File: config.mk
export PLATFORM = sky130hd
export DESIGN_NAME = bigmul_accel
export DESIGN_NICKNAME = d
export VERILOG_FILES = /design/src/rtl/bigmul_pkg.sv /design/src/rtl/bigmul_wordram.sv /design/src/rtl/bigmul_engine.sv /design/src/rtl/bigmul_accel.sv
export SDC_FILE = /design/constraint.sdc
export NUM_CORES = 2
export LEC_CHECK = 0
export BUFFER_PORTS_ARGS = -buffer_cell sky130_fd_sc_hd__buf_2
export CORE_ASPECT_RATIO = 1.25
export CORE_MARGIN = 4
export CORE_UTILIZATION = 60
export CTS_CLUSTER_SIZE = 8
export DETAILED_ROUTE_END_ITERATION = 16
export GPL_TIMING_DRIVEN = 1
export PLACE_DENSITY = 0.79
export SKIP_LAST_GASP = 1
export SLEW_MARGIN = 15
export SYNTH_ARGS = -nofsm -noshare
export SYNTH_HDL_FRONTEND = slang
export SYNTH_SLANG_ARGS = --single-unit
File: constraint.sdc
create_clock -name clk -period 12.9 [get_ports clk]
set_input_delay 2.58 -clock clk [delete_from_list [all_inputs] [get_ports clk]]
set_output_delay 2.58 -clock clk [all_outputs]
set_load 0.005 [all_outputs]
File: src/rtl/bigmul_pkg.sv
package bigmul_pkg;
  typedef logic [31:0] word_t;

  typedef enum logic [1:0] {
    ENG_IDLE,
    ENG_FETCH,
    ENG_MAC,
    ENG_COPY
  } eng_state_e;

  // address region selector (top two address bits)
  localparam logic [1:0] REGION_REG = 2'd0;
  localparam logic [1:0] REGION_X   = 2'd1;
  localparam logic [1:0] REGION_Z   = 2'd2;
endpackage

File: src/rtl/bigmul_wordram.sv
module bigmul_wordram #(
  parameter int DEPTH = 8,
  parameter int AW    = 3
) (
  input  logic          clk,
  input  logic          we,
  input  logic [AW-1:0] waddr,
  input  logic [31:0]   wdata,
  input  logic [AW-1:0] raddr,
  output logic [31:0]   rdata
);
  logic [31:0] mem [DEPTH];

  always_ff @(posedge clk) begin
    if (we) mem[waddr] <= wdata;
    rdata <= mem[raddr];
  end
endmodule

File: src/rtl/bigmul_engine.sv
module bigmul_engine
  import bigmul_pkg::*;
#(
  parameter int MEM_WORDS = 8,
  parameter int MW        = 3,
  parameter int NW        = 4
) (
  input  logic          clk,
  input  logic          rst,
  input  logic          start,
  input  logic [NW-1:0] nh_words,
  input  word_t         x_rdata,
  input  word_t         y_rdata,
  output logic [MW-1:0] x_raddr,
  output logic [MW-1:0] y_raddr,
  output logic          z_we,
  output logic [MW-1:0] z_waddr,
  output word_t         z_wdata,
  output logic          busy,
  output logic          done
);
  eng_state_e    state;
  logic [MW-1:0] i_q, j_q, k_q;
  word_t         carry_q;
  word_t         acc [MEM_WORDS];
  logic [NW-1:0] half;
  logic [MW-1:0] half_m;
  logic [MW-1:0] last_idx;
  logic          last_j, last_i, last_k;
  logic [63:0]   sum;

  assign half     = nh_words >> 1;
  assign half_m   = MW'(half);
  assign last_idx = MW'(half - NW'(1));
  assign last_j   = (j_q == last_idx);
  assign last_i   = (i_q == last_idx);
  assign last_k   = (k_q == MW'(nh_words - NW'(1)));

  assign x_raddr = i_q;
  assign y_raddr = half_m + j_q;
  assign sum = ({32'd0, x_rdata} * {32'd0, y_rdata})
             + {32'd0, acc[i_q + j_q]} + {32'd0, carry_q};

  assign z_we    = (state == ENG_COPY);
  assign z_waddr = k_q;
  assign z_wdata = acc[k_q];
  assign busy    = (state != ENG_IDLE);

  always_ff @(posedge clk) begin
    if (rst) begin
      state   <= ENG_IDLE;
      i_q     <= '0;
      j_q     <= '0;
      k_q     <= '0;
      carry_q <= '0;
      done    <= 1'b0;
    end else begin
      done <= 1'b0;
      unique case (state)
        ENG_IDLE: if (start) begin
          i_q     <= '0;
          j_q     <= '0;
          carry_q <= '0;
          state   <= ENG_FETCH;
        end
        ENG_FETCH: state <= ENG_MAC;
        ENG_MAC: begin
          if (last_j) begin
            carry_q <= '0;
            j_q     <= '0;
            if (last_i) begin
              k_q   <= '0;
              state <= ENG_COPY;
            end else begin
              i_q   <= i_q + MW'(1);
              state <= ENG_FETCH;
            end
          end else begin
            carry_q <= sum[63:32];
            j_q     <= j_q + MW'(1);
            state   <= ENG_FETCH;
          end
        end
        ENG_COPY: begin
          k_q <= k_q + MW'(1);
          if (last_k) begin
            state <= ENG_IDLE;
            done  <= 1'b1;
          end
        end
        default: state <= ENG_IDLE;
      endcase
    end
  end

  // accumulation buffer: no reset, cleared at start
  always_ff @(posedge clk) begin
    if (state == ENG_IDLE && start) begin
      for (int m = 0; m < MEM_WORDS; m++) acc[m] <= '0;
    end else if (state == ENG_MAC) begin
      acc[i_q + j_q] <= sum[31:0];
      if (last_j) acc[i_q + half_m] <= sum[63:32];
    end
  end
endmodule

File: src/rtl/bigmul_accel.sv
module bigmul_accel
  import bigmul_pkg::*;
#(
  parameter int SEG_WORDS = 4,
  parameter int MAX_SEGS  = 2,
  parameter int ADDR_W    = 12
) (
  input  logic              clk,
  input  logic              rst,
  input  logic              wr_en,
  input  logic [ADDR_W-1:0] wr_addr,
  input  logic [31:0]       wr_data,
  input  logic [ADDR_W-1:0] rd_addr,
  output logic [31:0]       rd_data,
  output logic              irq
);
  localparam int MEM_WORDS = SEG_WORDS * MAX_SEGS;
  localparam int MW        = $clog2(MEM_WORDS);
  localparam int NW        = $clog2(MEM_WORDS + 1);
  localparam int OW        = ADDR_W - 2;
  localparam logic [OW-1:0] OFF_IEN  = OW'(8);
  localparam logic [OW-1:0] OFF_MODE = OW'(12);
  localparam logic [OW-1:0] OFF_GO   = OW'(16);
  localparam logic [OW-1:0] OFF_DONE = OW'(20);

  logic [3:0]    mode_q;
  logic          ien_q, done_q;
  logic          eng_busy, eng_done, eng_zwe, go, mode_ok;
  logic [NW-1:0] nh_words;
  logic [MW-1:0] eng_xaddr, eng_yaddr, eng_zwaddr;
  word_t         eng_zwdata, x_q, z_q;

  // write-side decode
  logic [1:0]    w_region;
  logic [OW-1:0] w_off;
  logic          w_inwin, w_reg;
  logic [MW-1:0] w_idx;
  assign w_region = wr_addr[ADDR_W-1 -: 2];
  assign w_off    = wr_addr[OW-1:0];
  assign w_inwin  = ((w_off >> (MW + 2)) == '0) && (w_off[1:0] == 2'b00);
  assign w_idx    = w_off[2 +: MW];
  assign w_reg    = wr_en && (w_region == REGION_REG) && !eng_busy;

  // read-side decode
  logic [1:0]    r_region, sel_q;
  logic [OW-1:0] r_off;
  logic [MW-1:0] r_idx;
  word_t         reg_val, regrd_q;
  assign r_region = rd_addr[ADDR_W-1 -: 2];
  assign r_off    = rd_addr[OW-1:0];
  assign r_idx    = r_off[2 +: MW];

  assign mode_ok  = mode_q[3] && (int'(mode_q[2:0]) < MAX_SEGS);
  assign go       = w_reg && (w_off == OFF_GO) && wr_data[0] && mode_ok;
  assign nh_words = NW'((32'(mode_q[2:0]) + 32'd1) * 32'(SEG_WORDS));

  always_ff @(posedge clk) begin
    if (rst) begin
      mode_q <= '0;
      ien_q  <= 1'b1;
      done_q <= 1'b0;
    end else begin
      if (w_reg && w_off == OFF_MODE) mode_q <= wr_data[3:0];
      if (w_reg && w_off == OFF_IEN)  ien_q  <= wr_data[0];
      if (go)
        done_q <= 1'b0;
      else if (eng_done)
        done_q <= 1'b1;
      else if (w_reg && w_off == OFF_DONE && wr_data[0])
        done_q <= 1'b0;
    end
  end

  assign irq = done_q & ien_q;

  always_comb begin
    reg_val = '0;
    if (r_region == REGION_REG) begin
      unique case (r_off)
        OFF_IEN:  reg_val = {31'd0, ien_q};
        OFF_MODE: reg_val = {28'd0, mode_q};
        OFF_DONE: reg_val = {31'd0, done_q};
        default:  reg_val = '0;
      endcase
    end
  end

  always_ff @(posedge clk) begin
    if (rst) begin
      sel_q   <= REGION_REG;
      regrd_q <= '0;
    end else begin
      sel_q   <= r_region;
      regrd_q <= reg_val;
    end
  end

  always_comb begin
    unique case (sel_q)
      REGION_X: rd_data = x_q;
      REGION_Z: rd_data = z_q;
      default:  rd_data = regrd_q;
    endcase
  end

  // operand and result memories
  logic          x_we, z_we;
  logic [MW-1:0] z_waddr;
  word_t         z_wdata;
  assign x_we    = wr_en && (w_region == REGION_X) && w_inwin && !eng_busy;
  assign z_we    = eng_busy ? eng_zwe : (wr_en && (w_region == REGION_Z) && w_inwin);
  assign z_waddr = eng_busy ? eng_zwaddr : w_idx;
  assign z_wdata = eng_busy ? eng_zwdata : wr_data;

  bigmul_wordram #(.DEPTH(MEM_WORDS), .AW(MW)) u_xram (
    .clk(clk), .we(x_we), .waddr(w_idx), .wdata(wr_data),
    .raddr(eng_busy ? eng_xaddr : r_idx), .rdata(x_q)
  );

  bigmul_wordram #(.DEPTH(MEM_WORDS), .AW(MW)) u_zram (
    .clk(clk), .we(z_we), .waddr(z_waddr), .wdata(z_wdata),
    .raddr(eng_busy ? eng_yaddr : r_idx), .rdata(z_q)
  );

  bigmul_engine #(.MEM_WORDS(MEM_WORDS), .MW(MW), .NW(NW)) u_eng (
    .clk(clk), .rst(rst), .start(go), .nh_words(nh_words),
    .x_rdata(x_q), .y_rdata(z_q),
    .x_raddr(eng_xaddr), .y_raddr(eng_yaddr),
    .z_we(eng_zwe), .z_waddr(eng_zwaddr), .z_wdata(eng_zwdata),
    .busy(eng_busy), .done(eng_done)
  );
endmodule

======== After elaboration in Yosys (flattened, before gate mapping) ========
Memory sizes are Yosys's and may differ from the RTL's. A register that Yosys moved wholly into a read port is not among the register bits.
Index checks and enable logic that the tools add are counted.
operators by class
  $add $sub $neg .......................... 11
  multipliers ............................. 1
  div/mod/pow operators ................... 0
  order comparisons ....................... 1
  equality and inequality tests ........... 22
  shift-type cells ........................ 0
  multiplexer cells ....................... 48
  bitwise operators ....................... 3
  reductions and logical operators ........ 36
operator list
  cell                 number
  $mux 32              5
  $add 64x32->64       2
  $pmux 32 s2          2
  $mul 32x32->64       1
  $reduce_or 32->1     2
  $eq 10x4->1 const B  4
  $mux 3               13
  $eq 10x5->1 const B  3
  $mux 1               19
  $pmux 3 s2           3
  $logic_and 1x1->1    17
  $pmux 4 s3           1
  $logic_not 10->1     1
  $add 3x1->3 const B  3
  $add 3x3->3          3
  $eq 3x3->1           3
  $eq 2x2->1 const B   4
  $logic_not 2->1      4
  $mux 2               4
  $ne 2x1->1 const B   4
  $pmux 2 s4           1
  $reduce_bool 2->1    4
  $eq 2x1->1 const B   3
  $reduce_or 2->1      3
  other kinds (10)     13
word-level totals
  register bits after elaboration ......... 84
  latch bits .............................. 0
  bits in writable memories ............... 768
  memory bits (read-only) ................. 0
  output and inout bits ................... 33
  logic and storage cells ................. 136
  memories ................................ 3
memories
  memory      depth  width  rd ports  clocked after memory_dff  write ports  line                  text
  u_eng.acc   8      32     2         1                         8            bigmul_engine.sv:25   word_t acc [MEM_WORDS];
  u_xram.mem  8      32     1         1                         1            bigmul_wordram.sv:12  logic [31:0] mem [DEPTH];
  u_zram.mem  8      32     1         1                         1            bigmul_wordram.sv:12

======== Depth between registers and ports, before layout ========
  depth in word-level cells ............... 11
  mapped depth ............................ 38
  gate-level depth less buffers ........... 33

======== Modules after synthesis ========
Synthesis repeated with hierarchy kept, for this count alone.
unflattened totals
  cells, all modules ...................... 6,220
  area total of the unflattened synthesis .. 73,874.6 sq um
by module, submodules not included
  module          times used  cells each  area each (sq um)
  bigmul_engine   1           5,185       51,388.0
  bigmul_wordram  2           415         10,466.3
  bigmul_accel    1           205         1,554.0

======== Least setup slack after synthesis ========
Ideal clock, no wire load.
  kind .................................... flip-flop to flip-flop
  start ................................... register u_eng.j_q[0]
  end ..................................... memory u_eng.acc[0][19] (netlist bit) (data pin)
  library setup time ...................... 0.278 ns
  arrival ................................. 9.086 ns
  data required time ...................... 12.622 ns
  setup slack ............................. 3.536 ns
  stages on the path, launching flop included .. 33
  path buffers ............................ 5
  path through ............................ dfxtp_1 > ha_1 > inv_1 > fa_1 > clkbuf_1 > buf_1 > clkbuf_1 > clkbuf_1 > a31oi_1 > a21oi_1 > nor2_1 > fa_1 > inv_1 > fa_1 > fa_1 > fa_1 > inv_1 > fa_1 > fa_1 > fa_1 > inv_1 > fa_1 > inv_1 > ha_1 > clkbuf_1 > nand4_1 > or4_1 > o211ai_1 > a211oi_2 > o31ai_2 > a21boi_2 > xor2_2 > o22ai_1
RTL lines
  element                   line                 text
  start: declaration        bigmul_engine.sv:23  logic [MW-1:0] i_q, j_q, k_q;
  start signal: assignment  bigmul_engine.sv:80  j_q <= j_q + MW'(1);
  end: declaration          bigmul_engine.sv:25

==> results.yml <==
setup_path:
  cp_slowest_cell: "xor2_1"
  slowest_delay_ps: 930
  worstSetupEndpointType: "register"
  crit_arrival_ps: 12080
  worst_path_most_repeated_cell: "fa_1"
  cp_data_required_time_ps: 13270
  critPathMaxFanout: 21
  r2r_slack_ps: 1190
  path_class: "reg -> reg"
  critPathLaunchType: "register"
place:
  finalWeightedCongestion: 1.04
  io_buffers: 91
  dp_hpwl_mm: 159
die:
  core_area_mm2: 0.122
  dieArea_mm2: 0.128
  rows: 143
  die_x_um: 321
  die_h_um: 400
  io_pins: 92
  initial_utilization: 0.605
sta:
  finalSetupTns_ps: 0
  finClkSkew_ps: 56.3
  slew_headroom: 0.0780
  setup_viol_count_final: 0
  final_hold_viol_count: 0
  fmax_ghz: 0.0854
  slew_viol_final: 0
  worst_slew_pin_slew_ps: 1370
  grt_setup_unrepaired: "false"
  fin_crit_sh: 0.908
  layout_min_cycle_time_ps: 11710
cts:
  clockRootBuffer: "clkbuf_16"
  clock_path_buffers: 3
  htreeDepth: 3
  clk_latency_ps: 700
  cts_resized: 0
  clock-sinks: 891
  cts_hold_buf: 0
  numCtsBuffers: 121
  clkTransAtPathRegs_ps: 60
  cts_tree: "yes"
  post_cts_buffers: 0
synthesis:
  yosys_register_bits: 891
  synth_edf_count: 768
  syn-num-nets: 7729
  yosysSeqAreaShare: 0.347
  yosys.cell_types.count: 84
  syn_inst: 6426
  ys_top_cells_by_area: "edfxtp_1 31%, fa_1 26%, mux4_2 6.9%"
  synth_top_area_frac: 0.313
  synth_top_area_cell: "edfxtp_1"
  netlist_area_mm2: 0.0736
  ys.warnings.count: 0
  async_flop_share: 0
  synth_flop_cell: "edfxtp_1"
  syn_area_per_cell_um2: 11.5
drt:
  antenna_left: 0
  vias: 53100
  wl_mm: 231
  first_pass_iters: 10
  vias_per_cell: 6.57
  post_drt_wl_per_cell_um: 28.6
  drt_drc_violations_left: 0
  drtIter0Drc: 6671
grt:
  grt_pass1_wl_mm: 349
  grt_max_degree: 76
  overflow: 0
  grt_pass1_vias: 57200
  antenna_found_initial: 24
  track_usage: 0.369
hold_path:
  hold_class: "reg -> reg"
run:
  drv_cap: 0
final_layout:
  final_cell_mix: "1059 x inv_1, 959 x fa_1, 768 x edfxtp_1"
  drive_above_1_share: 0.117
  final_net_count: 7673
  layout_commonest_cell: "inv_1"
  area_delta_synth_final_pct: 7.98
outcome:
  status: "finished, final reports clean"
==> metrics by stage <==
step | setup slack (ps) | std cells | util | instance area [um2] | hold WS [ps]
2_1_floorplan | 3540 | 6426 | - | 73600 | 413
3_3_place_gp | 1360 | 7842 | 0.624 | 75900 | 422
3_5_place_dp | 1340 | 7842 | 0.624 | 75900 | 434
4_1_cts | 1280 | 8070 | 0.653 | 79500 | 445
5_1_grt | 840 | 8073 | 0.653 | 79500 | 455
6_report | 1190 | 8086 | 0.654 | 79500 | 440
==> per-layer routing <==
metal | GRT usage | vias to the layer above | routed length (um)
met3 | 0.0982 | 1253 | 27900
li1 | - | 21200 | -
met4 | 0.275 | 12 | 22000
met5 | 0 | - | 86
met1 | 0.427 | 26500 | 73000
met2 | 0.594 | 4217 | 108000
==> kinds of logic (layout without fill, tap and decap cells) <==
logic type	count (synthesis)	in the layout	share of synthesized area
compound gates	714	714	0.0622
xor+xnor	70	70	0.00894
fa+ha+maj	1244	1244	0.309
buf+inv	1467	1516	0.0752
flops	891	891	0.347
mux	351	351	0.0873
other cells	0	16	0
simple gates	1689	1689	0.110
==> area by class of cell <==
cell class | instances | area [um2]
repair buffers | 229 | 1520
clock buffers | 222 | 3450
inverters | 1059 | 3980
fillers | 8853 | 42100
clock inverters | 6 | 128
multi-input cells | 4068 | 42900
flip-flops and latches | 891 | 25500
well taps | 1595 | 2000
diodes | 16 | 40.0
==> sequential cells by signal, indices dropped and copies added (netlist names), 3 cells and up, named ones only <==
| register | cells |
|---|---|
| u_zram.rdata | 32 |
| regrd_q | 4 |
| u_xram.rdata | 32 |
| u_eng.j_q | 3 |
| u_eng.acc | 256 |
| u_eng.z_waddr | 3 |
| u_eng.x_raddr | 3 |
| u_xram.mem | 256 |
| u_eng.carry_q | 32 |
| mode_q | 4 |
| u_zram.mem | 256 |
==> Yosys cell counts, drive strengths merged, types with 30 or more instances <==
| cell type | count |
|---|---|
| a22oi | 40 |
| nand4 | 35 |
| inv | 1059 |
| buf | 51 |
| nor2 | 174 |
| a31oi | 48 |
| edfxtp | 768 |
| nor3 | 55 |
| o22ai | 164 |
| a21oi | 136 |
| mux2 | 84 |
| dfxtp | 123 |
| o21ai | 165 |
| mux2i | 43 |
| xor2 | 30 |
| xnor2 | 40 |
| ha | 284 |
| nand2 | 756 |
| clkbuf | 357 |
| nand3 | 79 |
| fa | 960 |
| and2 | 521 |
| mux4 | 224 |
| a21o | 34 |
==> critical path: cells and delay by family (launching register included) <==
kind | cells | cell delay [ps]
flip-flops | 1 | 630
buffers and inverters | 5 | 240
AND/OR/NAND/NOR | 3 | 730
XOR/XNOR | 3 | 2240
adder cells (fa/ha/maj) | 11 | 5150
AO/OA/AOI/OAI | 9 | 2370
==> final timing paths <==
path,cells past startpoint,end,start
setup reg to reg,31,u_eng.acc[6][18],u_eng.x_raddr[0]
setup / recovery,31,u_eng.acc[6][18],u_eng.x_raddr[0]
hold / removal,2,done_q,u_eng.done
hold reg to reg,2,done_q,u_eng.done
Power is not shown: default switching activity piles up to over one toggle a cycle in this logic, so the estimate is an artifact.
